<file path="config.mk">
export PLATFORM = sky130hd
export DESIGN_NAME = pingpong_deinterleave
export DESIGN_NICKNAME = d
export VERILOG_FILES = /design/src/rtl/pingpong_deinterleave_pkg.sv /design/src/rtl/pp_slot_counter.sv /design/src/rtl/pp_addr_step.sv /design/src/rtl/pp_event_ctl.sv /design/src/rtl/pingpong_deinterleave.sv
export SDC_FILE = /design/constraint.sdc
export NUM_CORES = 1
export LEC_CHECK = 0
export BUFFER_PORTS_ARGS = -buffer_cell sky130_fd_sc_hd__buf_2
export CELL_PAD_IN_SITES_DETAIL_PLACEMENT = 1
export CELL_PAD_IN_SITES_GLOBAL_PLACEMENT = 1
export CORE_MARGIN = 3
export CORE_UTILIZATION = 27
export DETAILED_ROUTE_END_ITERATION = 12
export HOLD_SLACK_MARGIN = 0.06
export PLACE_DENSITY_LB_ADDON = 0.1
export SYNTH_ARGS = -nofsm -noshare
export SYNTH_HDL_FRONTEND = slang
export SYNTH_SLANG_ARGS = --single-unit
</file>
<file path="constraint.sdc">
create_clock -name clk -period 1.7 [get_ports clk]
set_input_delay 0.17 -clock clk [delete_from_list [all_inputs] [get_ports clk]]
set_output_delay 0.17 -clock clk [all_outputs]
set_load 0.02 [all_outputs]
</file>
<file path="src/rtl/pingpong_deinterleave_pkg.sv">
package pingpong_deinterleave_pkg;

    // Registered interrupt-side state
    typedef struct packed {
        logic bank;
        logic irq;
        logic ready_bank;
        logic pending;
        logic overrun;
    } evt_state_t;

endpackage

</file>
<file path="src/rtl/pp_slot_counter.sv">
module pp_slot_counter #(
    parameter int CHANNELS = 4,
    parameter int FRAMES   = 8
) (
    input  logic clk,
    input  logic rst_n,
    input  logic adv,
    output logic frame_end,
    output logic buf_end
);
    localparam int CW = $clog2(CHANNELS > 1 ? CHANNELS : 2);
    localparam int SW = $clog2(FRAMES > 1 ? FRAMES : 2);
    localparam logic [CW-1:0] CH_LAST = CW'(CHANNELS - 1);
    localparam logic [SW-1:0] SM_LAST = SW'(FRAMES - 1);

    typedef struct packed {
        logic [CW-1:0] ch;
        logic [SW-1:0] smp;
    } ctr_t;

    ctr_t ctr_d, ctr_q;

    assign frame_end = adv && (ctr_q.ch == CH_LAST);
    assign buf_end   = frame_end && (ctr_q.smp == SM_LAST);

    always_comb begin
        ctr_d = ctr_q;
        if (adv) begin
            if (ctr_q.ch == CH_LAST) begin
                ctr_d.ch  = '0;
                ctr_d.smp = (ctr_q.smp == SM_LAST) ? '0 : ctr_q.smp + SW'(1);
            end else begin
                ctr_d.ch = ctr_q.ch + CW'(1);
            end
        end
    end

    always_ff @(posedge clk) begin
        if (!rst_n) ctr_q <= '0;
        else        ctr_q <= ctr_d;
    end
endmodule

</file>
<file path="src/rtl/pp_addr_step.sv">
module pp_addr_step #(
    parameter int CHANNELS = 4,
    parameter int FRAMES   = 8,
    localparam int OW      = $clog2(CHANNELS * FRAMES > 1 ? CHANNELS * FRAMES : 2)
) (
    input  logic          clk,
    input  logic          rst_n,
    input  logic          adv,
    input  logic          frame_end,
    input  logic          buf_end,
    output logic [OW-1:0] offset
);
    localparam int BACK = FRAMES * (CHANNELS - 1);

    logic [OW-1:0] off_d, off_q;

    // Two-dimensional step: +FRAMES per element, wrap back per frame
    always_comb begin
        off_d = off_q;
        if (adv) begin
            if (buf_end)        off_d = '0;
            else if (frame_end) off_d = off_q + OW'(1) - OW'(BACK);
            else                off_d = off_q + OW'(FRAMES);
        end
    end

    always_ff @(posedge clk) begin
        if (!rst_n) off_q <= '0;
        else        off_q <= off_d;
    end

    assign offset = off_q;
endmodule

</file>
<file path="src/rtl/pp_event_ctl.sv">
module pp_event_ctl
    import pingpong_deinterleave_pkg::*;
(
    input  logic clk,
    input  logic rst_n,
    input  logic buf_end,
    input  logic ack,
    output logic bank,
    output logic irq,
    output logic ready_bank,
    output logic pending,
    output logic overrun
);
    evt_state_t st_d, st_q;

    always_comb begin
        st_d     = st_q;
        st_d.irq = buf_end;
        if (buf_end) begin
            st_d.bank       = ~st_q.bank;
            st_d.ready_bank = st_q.bank;
            st_d.pending    = 1'b1;
            if (ack)               st_d.overrun = 1'b0;
            else if (st_q.pending) st_d.overrun = 1'b1;
        end else if (ack) begin
            st_d.pending = 1'b0;
            st_d.overrun = 1'b0;
        end
    end

    always_ff @(posedge clk) begin
        if (!rst_n) st_q <= '0;
        else        st_q <= st_d;
    end

    assign bank       = st_q.bank;
    assign irq        = st_q.irq;
    assign ready_bank = st_q.ready_bank;
    assign pending    = st_q.pending;
    assign overrun    = st_q.overrun;
endmodule

</file>
<file path="src/rtl/pingpong_deinterleave.sv">
module pingpong_deinterleave #(
    parameter int CHANNELS = 4,
    parameter int FRAMES   = 8,
    parameter int WORD_W   = 16,
    localparam int BUF_WORDS = CHANNELS * FRAMES,
    localparam int AW        = $clog2(2 * BUF_WORDS)
) (
    input  logic              clk,
    input  logic              rst_n,
    input  logic              slot_en,
    input  logic [WORD_W-1:0] slot_data,
    input  logic              irq_ack,
    output logic              rx_wr_en,
    output logic [AW-1:0]     rx_wr_addr,
    output logic [WORD_W-1:0] rx_wr_data,
    output logic              tx_rd_en,
    output logic [AW-1:0]     tx_rd_addr,
    output logic              irq,
    output logic              ready_bank,
    output logic              pending,
    output logic              overrun
);
    localparam int OW = $clog2(BUF_WORDS > 1 ? BUF_WORDS : 2);

    logic          frame_end, buf_end, bank;
    logic [OW-1:0] offset;
    logic [AW-1:0] addr;

    pp_slot_counter #(.CHANNELS(CHANNELS), .FRAMES(FRAMES)) ctr_i (
        .clk(clk), .rst_n(rst_n), .adv(slot_en),
        .frame_end(frame_end), .buf_end(buf_end)
    );

    pp_addr_step #(.CHANNELS(CHANNELS), .FRAMES(FRAMES)) step_i (
        .clk(clk), .rst_n(rst_n), .adv(slot_en),
        .frame_end(frame_end), .buf_end(buf_end), .offset(offset)
    );

    pp_event_ctl evt_i (
        .clk(clk), .rst_n(rst_n), .buf_end(buf_end), .ack(irq_ack),
        .bank(bank), .irq(irq), .ready_bank(ready_bank),
        .pending(pending), .overrun(overrun)
    );

    always_comb begin
        addr = AW'(offset);
        if (bank) addr = addr + AW'(BUF_WORDS);
    end

    assign rx_wr_en   = slot_en;
    assign rx_wr_addr = addr;
    assign rx_wr_data = slot_data;
    assign tx_rd_en   = slot_en;
    assign tx_rd_addr = addr;
endmodule

</file>
# Word-level counts from Yosys, hierarchy flattened
# Index checks and enable logic that the tools add are counted.
[word_totals]
reg_bits = 15
latchBits = 0
ram_bits = 0
mem_bits_ro = 0
out_inout_bits = 34
elab_cells = 32
n_memories = 0
[classes]
n_addsub = 6
multipliers = 0
n_div = 0
n_lt_le_gt_ge = 0
eq_ne = 2
shift = 0
n_mux = 9
bitwise = 1
reduce_logical = 6
[op_table]
columns = ["cell", "n"]
rows = [
  ["$mux W5", 2],
  ["$add A5 B6 Y6 const B", 1],
  ["$mux W2", 3],
  ["$mux W6", 1],
  ["$add A5 B1 Y5 const B", 1],
  ["$add A5 B4 Y5 const B", 1],
  ["$sub A5 B5 Y5 const B", 1],
  ["$reduce_and A2 Y1", 2],
  ["$reduce_bool A2 Y1", 2],
  ["$add A3 B1 Y3 const B", 1],
  ["$eq A3 B3 Y1 const B", 1],
  ["$mux W3", 1],
  ["$add A2 B1 Y2 const B", 1],
  ["$eq A2 B2 Y1 const B", 1],
  ["$logic_and A1 B1 Y1", 2],
  ["$mux W1", 2],
  ["$not A1 Y1", 1],
]

# Longest topological paths before layout
# Gate-level depths: netlist (run 1).
[depth]
word_depth = 5
ltp_mapped = 5
ltp_nobuf = 5

# Hierarchy
# A second synthesis (run 1) with hierarchy kept.
[hier_totals]
cells_unflattened = 92
area_unflattened_um2 = 880.8
[by_module_without_submodules]
columns = ["mod", "instances", "cells_per_inst", "area_per_inst_um2", "seq_area_each_um2"]
rows = [
  ["pp_slot_counter", 1, 26, 270.3, 100.1],
  ["pp_addr_step", 1, 27, 257.7, 100.1],
  ["pingpong_deinterleave", 1, 25, 187.7, 0.0],
  ["pp_event_ctl", 1, 14, 165.2, 100.1],
]

# Least setup slack after synthesis (run 1)
# No wires, ideal clock.
[synth_path]
path_type = "register to register"
start = "register ctr_i.ctr_q[3] (netlist bit)"
end = "register step_i.off_q[3] (netlist: step_i.offset[3])"
setup_ns = 0.070
arrival_time_ns = 1.217
required_time_ns = 1.630
path_slack_ns = 0.413
path_stages_with_launch = 6
n_path_buf = 1
cell_sequence = "dfxtp_1 > ha_1 > buf_6 > and4_4 > or3_1 > a21oi_1"
[synth_via]
elab_chain_cells = 4
[synth_rtl]
columns = ["element", "line", "rtl"]
rows = [
  ["start: declaration", "pp_slot_counter.sv:21", "ctr_t ctr_d, ctr_q;"],
  ["start signal: assignment", "pp_slot_counter.sv:40", "else ctr_q <= ctr_d;"],
  ["$eq A2 B2 Y1 (*)", "pp_slot_counter.sv:23", "assign frame_end = adv && (ctr_q.ch == CH_LAST);"],
  ["$logic_and A1 B1 Y1 (*)", "pp_slot_counter.sv:23", ""],
  ["$mux W5 or $logic_and A1 B1 Y1 (tied branches)", "pp_addr_step.sv:22, pp_slot_counter.sv:24", ""],
  ["$mux W5 (*)", "pp_addr_step.sv:21", "if (buf_end) off_d = '0;"],
  ["end signal: assignment", "pp_addr_step.sv:28", "if (!rst_n) off_q <= '0;"],
  ["end signal: assignment", "pp_addr_step.sv:29", "else off_q <= off_d;"],
  ["end: declaration", "pp_addr_step.sv:15", "logic [OW-1:0] off_d, off_q;"],
]
# Mark *: on every way between the ends. The rest lies on a longest branch, timed or not.
# A chain may end at the register's enable or synchronous reset.

# Worst setup path after layout (run 1)
[layout_path]
start = "register ctr_i.ctr_q[3] (netlist bit)"
end = "register step_i.off_q[4] (netlist: step_i.offset[4])"
# The elaborated chain is that of the path after synthesis.

==> results of run 1 <==
==> metal layers <==
layer	share of wire (%)	global-route usage, %	up-vias	wire length (um)
met5	0	0	-	0
met4	3.2	5.88	0	50
met3	9.7	4.04	10	151
met2	42	13.4	21	657
met1	45	11.1	245	698
li1	-	-	275	-
==> per-stage QoR <==
stage / cells / util [%] / worst slack [ps]
5_1_grt: 120 / 27.8 / 128
6_report: 120 / 27.8 / 283
2_1_floorplan: 90 / - / 413
3_3_place_gp: 115 / 26.5 / 328
4_1_cts: 120 / 27.8 / 284
3_5_place_dp: 115 / 26.5 / 291
==> synthesized netlist by cell type <==
library cell,number
dfxtp_1,15
clkinv_1,1
inv_1,1
and3_2,1
or3_1,2
xor2_1,3
a21oi_1,8
and4_4,1
nor2_1,8
nand2_1,5
buf_4,26
nand3_1,5
nor3b_1,1
nor3_1,1
mux2i_1,2
nand2b_1,1
a31oi_1,1
ha_1,4
o21ai_0,2
buf_6,1
xnor2_1,1
==> sequential cells by signal, indices dropped and copies added, names as in the netlist <==
register          cells
evt_i.pending         1
evt_i.overrun         1
step_i.offset         5
ctr_i.ctr_q           5
evt_i.irq             1
evt_i.bank            1
evt_i.ready_bank      1
==> layout make-up <==
class / count / area [um2]
inverter: 2 / 7.51
fill: 344 / 2010
sequential: 15 / 300
clock buffer: 3 / 22.5
tap: 31 / 38.8
multi-input combinational: 46 / 285
timing repair buffer: 22 / 115
clock inverter: 1 / 5.00
==> how the worst max path moves through the flow <==
stage / startpoint / cells after the start / end
after floorplan: ctr_i.ctr_q[3]$_SDFFE_PN0P_ / 5 / step_i.offset[3]$_SDFFE_PN0P_
after global placement: ctr_i.ctr_q[3]$_SDFFE_PN0P_ / 4 / step_i.offset[4]$_SDFFE_PN0P_
after detailed placement: ctr_i.ctr_q[3]$_SDFFE_PN0P_ / 4 / step_i.offset[4]$_SDFFE_PN0P_
after CTS: ctr_i.ctr_q[3]$_SDFFE_PN0P_ / 4 / step_i.offset[4]$_SDFFE_PN0P_
after global routing: ctr_i.ctr_q[3]$_SDFFE_PN0P_ / 4 / step_i.offset[4]$_SDFFE_PN0P_
final: ctr_i.ctr_q[3]$_SDFFE_PN0P_ / 4 / step_i.offset[4]$_SDFFE_PN0P_
==> repair_timing <==
action | 4_1_cts | 5_1_grt
hold endpoints to repair | 1 | 0
endpoints found under the setup margin | 0 | 0
hold buffers | 1 | 0
resized for setup | 0 | 0
==> critical path: cells and delay by family (launching register included) <==
kind                     cells  cell delay [ps]
adder cells (fa/ha/maj)      1              370
AND/OR/NAND/NOR              1              330
AO/OA/AOI/OAI                2              310
flip-flops                   1              360
==> kinds of logic after synthesis <==
group | Yosys count | synth area share (%)
xor gates and xnor gates | 4 | 4.38
buffers and inverters | 29 | 26.8
AOI/OAI and AO/OA | 11 | 7.04
adders and majority gates | 4 | 6.26
DFF | 15 | 37.6
and+or+nand+nor | 25 | 15.5
muxes | 2 | 2.50
==> power by group through the flow <==
stage	registers (mW)	clock network [mW]	logic, mW
floorplan	0.376	0	0.0968
global placement	0.373	0	0.0554
detailed placement	0.373	0	0.0560
CTS	0.365	0.230	0.0579
global route	0.367	0.248	0.0642
finish	0.365	0.213	0.0565
==> results.md, run 1 <==
- Cell internal pwr: between 0.4 and 0.5 mW
- Critical Path Slowest Stage Cell: ha_1
- Remaining antenna violation count: 0
- DRC viols: 0
- Synthesized Nets: around 110
- Post-route cell area: 774 um2
- CTS tree: yes
- First-pass GRT wire length: about 2.4 mm
- Die height: roughly 60 um
- Antenna violations before repair: 0
- Synth cell types: 21
- Layout net count: 114
- Slew @ Worst Pin: about 340 ps
- Tmin final: ~1400 ps
- Wire per inst: roughly 13 um
- CP peak stage delay: 370 ps
- Initial core utilization: between 20% and 30%
- Core Area: between 2000 and 3000 um2
- Synth top area share: 37.6%
- Mapped cell area: 800 um2
- Via density: 4.59
- Sequential share of power: a little under three fifths
- Most frequent cells in the layout: buf_2 (21), dfxtp_1 (15), nor2_1 (8), a21oi_1 (8)
- 1st-pass router iterations: 3
- Layout cell share with drive strength beyond 1: 30.3%
- Detailed placement HPWL: about 1.2 mm
- PD cells: about 820 nW/um2
- Crit-path max FO: 10
- F_max: 706 MHz
- Pleak: roughly 0.37 nW
- Die ar.: ~3600 um2
- Pins over their slew limit: 0
- P_sw: between 0.15 and 0.2 mW
- CTS Buf Count: 3
- Peak VDD IR: approximately 0.0004 V
- Syn-to-layout area delta: -3.13%
- Startpoint Class: flop
- Number of global-route vias before repair: approximately 510
- Clock Latency Late Sink: ~300 ps
- Period utilization: a little over four fifths
- Largest cells by area after synthesis: dfxtp_1 (38%), buf_4 (24%), ha_1 (6.3%)
- Via count: 551
- Fin. Hold Viols: 0
- Combinational fraction of design power: roughly 8.9%
- Status: completed
- Critical Path End Type: flop
- Maximum clock path buffer count: 2
- Tot Pwr: between 0.6 and 0.7 mW
- # rows: 19
- HP Start: slot_en
- Cells on worst reg2reg path: 4
- Hold worst-path end: step_i.offset[1]$_SDFFE_PN0P_
- CP Data Arrival Time: about 1700 ps
- Critical path class: reg -> reg
- Mapped Cells: 90
- Syn_area_per_cell: between 8 and 9 um2
- Max cap viols: 0
- CTS sink count: 15
- RD Place Congestion: 0.641
- Setup Viol. Count Final: 0
- Rel. slew slack: between 70% and 80%
- Fin Hold WS: ~220 ps
- Most common cell after layout, fill and taps aside: buf_2
- R2R Setup Slk: between 200 and 300 ps
- Post-CTS Setup Inserts: 0
- # H-tree levels: 1
- WL final: between 1.5 and 2 mm
- Setup tns final: 0 ps
- Total gr overflow: 0
- Data required time at the worst endpoint: roughly 1900 ps
- Clock-pin slew on the worst setup and hold paths: about 100 ps
- Largest net degree at the start of global routing: 13
- Root Buffer: clkbuf_4
- IO Port Bufs: 21
- Tot GR Track Use: 9.24%
- Clock Power Share: about a third
- Yosys warnings: 0
- Layout Skew: around 13 ps
- Die Wd: roughly 60 um
- Placed Area: 737 um2
- # IOs: 54
- Crit-path cells: ha_1, a31oi_1, or3_1, a21oi_1
- Reg2reg end: step_i.offset[4]$_SDFFE_PN0P_
- # diodes: 0
- RSZ-0062 raised after global routing: no
- Seq/Total Area, Yosys: a little under two fifths
- Cells on Worst Hold Path: 3
- Switching share of power: between 20% and 30%
- Post-synth top area cell: dfxtp_1
- Initial drt markers: 12
- Reg2Reg Launch Point: ctr_i.ctr_q[3]$_SDFFE_PN0P_
- #FFs+latches synth: 15
- HP Class: in -> reg
Power figures use the tool's default switching activity.
==> inputs of run 2 (changes only) <==
Settings changed: ABC_AREA set to 1, CORE_UTILIZATION 27 to 28.
Clock period 1.7 ns to 1.5 ns, I/O delays scaled along.
==> results.md, run 2 <==
- Setup tns final: 0 ps (unchanged)
- Hold-fix buffers, CTS: 0 (-1)
- Mapped Cells: 101 (+12%)
- Pins over their slew limit: 0 (unchanged)
- CTS Buf Count: 3 (unchanged)
- F_max: 807 MHz (+14%)
- # diodes: 0 (unchanged)
- RD Place Congestion: 0.734 (+15%)
- Slew @ Worst Pin: 186 ps (-150 ps)
- Most frequent cells in the layout: buf_2 (21), dfxtp_1 (15), nor2_1 (14)
- Post-CTS Setup Inserts: 0 (unchanged)
- Detailed placement HPWL: 1.24 mm (+3.8%)
- Via density: 4.47 (-2.7%)
- Worst Setup SP: ctr_i.ctr_q[3]$_SDFFE_PN0P_
- Remaining antenna violation count: 0 (unchanged)
- HP Start: irq_ack
- Yosys warnings: 0 (unchanged)
- Seq/Total Area, Yosys: 35.9% (-1.6 points)
- Reg2Reg Launch Point: ctr_i.ctr_q[3]$_SDFFE_PN0P_
- PD cells: 907 nW/um2 (+11%)
- R2R Setup Slk: 260 ps (-20 ps)
- Layout cell share with drive strength beyond 1: 34.7% (+4.3 points)
- Status: completed
- Clock Latency Late Sink: 290 ps (about the same)
- Post-synth EDFFs: 0 (unchanged)
- Initial core utilization: 29.8% (+1.0 points)
- Synth top area share: 35.9% (-1.6 points)
- Critical path class: reg -> reg
- Fin. Hold Viols: 0 (unchanged)
- Startpoint Class: flop
- Tot GR Track Use: 10.5% (+1.2 points)
- 1st-pass router iterations: 4 (+1)
- IO Port Bufs: 21 (unchanged)
- CTS tree: yes
- Via count: 590 (+7.1%)
- Syn-to-layout area delta: -1.95%
- Finished Layout Cells: 132 (+10%)
- Total gr overflow: 0 (unchanged)
- Critical Path End Type: flop
- First-pass GRT wire length: 2.75 mm (+15%)
- # H-tree levels: 1 (unchanged)
- Count leader, synth: buf_4
- Rel. slew slack: 87.6% (+10 points)
- Largest cells by area after synthesis: dfxtp_1 (36%), buf_4 (22%), nor2_1 (6.3%)
- Cells on worst reg2reg path: 8 (+4)
- Post-synth top area cell: dfxtp_1
- Layout net count: 126 (+11%)
- Post-CTS Resized: 0 (unchanged)
- Critical Path End: step_i.offset[3]$_SDFFE_PN0P_
- Crit-path max FO: 7 (-3)
- Period utilization: 82.6% (-0.75 points)
- Data required time at the worst endpoint: 1690 ps (-240 ps)
- #FFs+latches synth: 15 (unchanged)
- Syn_area_per_cell: 8.28 um2 (-6.8%)
- Mapped cell area: 836 um2 (+4.5%)
- Synthesized Nets: 125 (+9.6%)
- Peak VDD IR: 0.000311 V (-23%)
- Die ar.: 3680 um2 (+0.73%)
- Largest net degree at the start of global routing: 10 (-3)
- Maximum clock path buffer count: 2 (unchanged)
- Max cap viols: 0 (unchanged)
- Number of global-route vias before repair: 605 (+18%)
- CTS sink count: 15 (unchanged)
- Main flop type after synthesis: dfxtp_1
- WL final: 1.55 mm (-0.51%)
- Initial drt markers: 7 (-5)
- Wire per inst: 11.7 um (-9.6%)
- Synth cell types: 23 (+9.5%)
- Setup Viol. Count Final: 0 (unchanged)
- Antenna violations before repair: 0 (unchanged)
- Core Area: 2810 um2 (+0.85%)
- # IOs: 54 (unchanged)
- # rows: 19 (unchanged)
- Layout Skew: 1.65 ps (-11.0 ps)
- CP Data Arrival Time: 1430 ps (-220 ps)
- Die height: 60.6 um (+0.36%)
- Top post-synthesis cells by count: buf_4 (25), dfxtp_1 (15), nor2_1 (14)
- Root Buffer: clkbuf_4
- HP Class: in -> reg
- Reg2reg end: step_i.offset[3]$_SDFFE_PN0P_
- Synth async-reset ratio: 0% (unchanged)
- Tmin final: 1240 ps (-178 ps)
- DRC viols: 0 (unchanged)
- Most common cell after layout, fill and taps aside: buf_2
- Placed Instances: 128 (+11%)
- RSZ-0062 raised after global routing: no
- Clock-pin slew on the worst setup and hold paths: 100 ps (about the same)
- Pleak: 0.446 nW (+20%)
- Die Wd: 60.6 um (+0.36%)
[run 2: cell type report]
cell class	count	area (um2)
clock inverter	1	5.00
clock buffer	3	22.5
sequential	15	300
fill	358	1990
inverter	9	43.8
timing repair buffer	21	105
tap	31	38.8
multi-input combinational	52	304
[run 2: per-layer routing]
layer | up-vias | global-route usage (%) | share of wire, %
met2 | 20 | 16.8 | 45
li1 | 296 | - | -
met4 | 0 | 8.67 | 4.8
met5 | - | 0 | 0
met3 | 16 | 2.98 | 6.8
met1 | 258 | 11.3 | 43
[run 2: worst min path at each step]
stage | to | slack (ps) | cells past startpoint
6_report | evt_i.overrun$_SDFFE_PN0P_ | 130 | 3
5_1_grt | evt_i.overrun$_SDFFE_PN0P_ | 120 | 3
4_1_cts | evt_i.overrun$_SDFFE_PN0P_ | 120 | 3
3_5_place_dp | rx_wr_data[11] | 300 | 0
3_3_place_gp | rx_wr_data[11] | 300 | 0
2_1_floorplan | evt_i.bank$_SDFFE_PN0P_ | 270 | 2
[run 2: worst max-delay path, stage by stage, from the launching register on]
cell and delay, ps:
dfxtp_1 370, ha_1 250, nand2_4 110, inv_6 100, nand2_4 80, nand2_4 80
inv_2 50, nand2_1 80, nor2_2 30
[run 2: metrics by stage]
| step | worst slack, ps | power (mW) | area, um2 | utilization [%] | hold slack, ps |
|---|---|---|---|---|---|
| 5_1_grt | 127 | 0.797 | 820 | 29.2 | 125 |
| 6_report | 261 | 0.743 | 820 | 29.2 | 127 |
| 4_1_cts | 240 | 0.762 | 820 | 29.2 | 118 |
| 3_5_place_dp | 253 | 0.512 | 792 | 28.2 | 300 |
| 2_1_floorplan | 323 | 0.553 | 836 | - | 267 |
| 3_3_place_gp | 286 | 0.511 | 792 | 28.2 | 300 |
[run 2: report_power, final]
group | total, mW | internal (mW) | switching [mW]
sequential | 0.419 | 0.410 | 0.00931
combinational | 0.0820 | 0.0289 | 0.0531
clock | 0.242 | 0.0991 | 0.143
total | 0.743 | 0.537 | 0.206
[run 2: logic make-up after synthesis]
family	Yosys count	share of synthesized area [%]
adders and majority gates	4	5.99
buffers and inverters	34	27.7
DFF	15	35.9
AOI/OAI and AO/OA	11	7.63
and+or+nand+nor	36	21.7
xor gates and xnor gates	1	1.05
==> inputs of run 3 (changes only) <==
Settings changed: ABC_AREA 1 to 0, CORE_UTILIZATION 28 to 27.
Clock period 1.5 ns to 1.2 ns, I/O delays scaled along.
==> results.md, run 3 (synthesis results as in run 1) <==
- CTS sink count: 15 (unchanged)
- Buf+Inv Stages, Crit Path: 0 (-2)
- Crit-path max FO: 3 (-4)
- Tot GR Track Use: 10.0% (-0.45 points)
- Total gr overflow: 0 (unchanged)
- Slew @ Worst Pin: 274 ps (+88.2 ps)
- Crit-path most repeated cell: ha_4
- Critical path class: reg -> reg
- CTS tree: yes
- Setup Viol. Count Final: 0 (unchanged)
- Clock-pin slew on the worst setup and hold paths: 100 ps (about the same)
- Initial core utilization: 28.7% (-1.0 points)
- Clock Latency Late Sink: 290 ps (about the same)
- CTS Buf Count: 3 (unchanged)
- Layout net count: 122 (-3.2%)
- WL final: 1.67 mm (+7.6%)
- Setup ws final: 31.0 ps (-230 ps)
- # IOs: 54 (unchanged)
- Pins over their slew limit: 0 (unchanged)
- Crit-path cells: ha_4, ha_4, and3_4, mux2i_1, nor2_1
- Pleak: 0.408 nW (-8.6%)
- Root Buffer: clkbuf_4
- Period utilization: 97.4% (+15 points)
- Status: completed
- Number of global-route vias before repair: 618 (+2.1%)
- Via density: 4.38 (-1.9%)
- Core Area: 2780 um2 (-0.85%)
- Via count: 561 (-4.9%)
- Tmin final: 1170 ps (-70.2 ps)
- # H-tree levels: 1 (unchanged)
- Largest net degree at the start of global routing: 10 (unchanged)
- DRC viols: 0 (unchanged)
- Max cap viols: 0 (unchanged)
- Die ar.: 3650 um2 (-0.72%)
- Fin. Hold Viols: 0 (unchanged)
- Startpoint Class: flop
- Layout cell share with drive strength beyond 1: 51.5% (+17 points)
- CP Data Arrival Time: 1350 ps (-80 ps)
- Die height: 60.4 um (-0.36%)
- Setup WS pre-CTS: -84.4 ps (-337 ps)
- Data required time at the worst endpoint: 1380 ps (-310 ps)
- Layout Skew: 5.05 ps (+3.40 ps)
- Die Wd: 60.4 um (-0.36%)
- Maximum clock path buffer count: 2 (unchanged)
- Rel. slew slack: 81.6% (-6.0 points)
- RD Place Congestion: 0.726 (-1.2%)
- HP Class: in -> reg
- Antenna violations before repair: 0 (unchanged)
- Critical Path Slowest Stage Cell: dfxtp_2
- First-pass GRT wire length: 2.75 mm (unchanged)
- Peak VDD IR: 0.000636 V (+100%)
- Critical Path End Type: flop
- F_max: 855 MHz (+6.0%)
- # diodes: 0 (unchanged)
- Wire per inst: 13.0 um (+11%)
- PD cells: 1010 nW/um2 (+12%)
- Utilization after layout: 32.5% (+3.3 points)
- Most frequent cells in the layout: buf_2 (21), dfxtp_1 (9), nor2_1 (8), buf_4 (8), dfxtp_2 (6)
- Initial drt markers: 8 (+1)
- Syn-to-layout area delta: 13.1%
- # rows: 19 (unchanged)
- Most common cell after layout, fill and taps aside: buf_2
- Remaining antenna violation count: 0 (unchanged)
- CP peak stage delay: 360 ps (about the same)
- RSZ-0062 raised after global routing: yes
- 1st-pass router iterations: 2 (-2)
- Filler cells: 334 (-6.7%)
- IO Port Bufs: 21 (unchanged)
- Top Family by Delay on Critical Path: flip-flops
- Detailed placement HPWL: 1.24 mm (+0.20%)
run 3: area by class of cell:
cell class | instances | area, um2 | share of cell area [%]
timing repair buffer | 30 | 175 | 19.4
clock buffer | 3 | 22.5 | 2.49
inverter | 2 | 7.51 | 0.830
sequential | 15 | 308 | 34.0
multi-input combinational | 46 | 348 | 38.5
clock inverter | 1 | 5.00 | 0.553
tap | 31 | 38.8 | 4.29
run 3: layer usage:
layer | GRT usage [%] | part of all wire, %
met1 | 12.0 | 45
met2 | 16.5 | 45
met3 | 3.83 | 8.8
met4 | 3.41 | 1.3
met5 | 0 | 0
run 3: worst reg2reg max path, delay by kind of cell (launching register included):
kind / cells / cell delay, ps
adders and majority gates: 2 / 260
and+or+nand+nor: 2 / 260
muxes: 1 / 190
DFF: 1 / 360
run 3: stage by stage:
step | TNS [ps] | power, mW | hold WS [ps] | cell area (um2) | cells
3_5_place_dp | -323 | 0.619 | 240 | 795 | 122
6_report | 0 | 0.917 | 160 | 905 | 128
5_1_grt | -110 | 0.978 | 154 | 905 | 128
3_3_place_gp | -149 | 0.618 | 240 | 795 | 122
2_1_floorplan | -63.1 | 0.671 | 199 | 805 | 90
4_1_cts | -76.2 | 0.938 | 155 | 860 | 128
run 3: final timing paths:
check,from,end,slack (ps),cells after the start
worst min-delay path,rst_n,step_i.offset[4]$_SDFFE_PN0P_,160,3
worst max-delay path,ctr_i.ctr_q[1]$_SDFFE_PN0P_,evt_i.ready_bank$_SDFFE_PN0P_,30,5
worst min register to register,ctr_i.ctr_q[1]$_SDFFE_PN0P_,ctr_i.ctr_q[1]$_SDFFE_PN0P_,490,2
worst max register to register,ctr_i.ctr_q[1]$_SDFFE_PN0P_,evt_i.ready_bank$_SDFFE_PN0P_,30,5
run 3: report_power, final:
group / switching [mW] / total [mW] / internal [mW]
registers: 0.0107 / 0.520 / 0.509
clock network: 0.175 / 0.299 / 0.124
logic: 0.0569 / 0.0979 / 0.0410
run 3: repair_timing:
item,in CTS,in global routing
hold buffers,1,0
endpoints found under the hold margin,1,0
cloned,0,0
resized for setup,6,10
endpoints found under the setup margin,10,12
buffers inserted,1,0
pin swaps,3,3
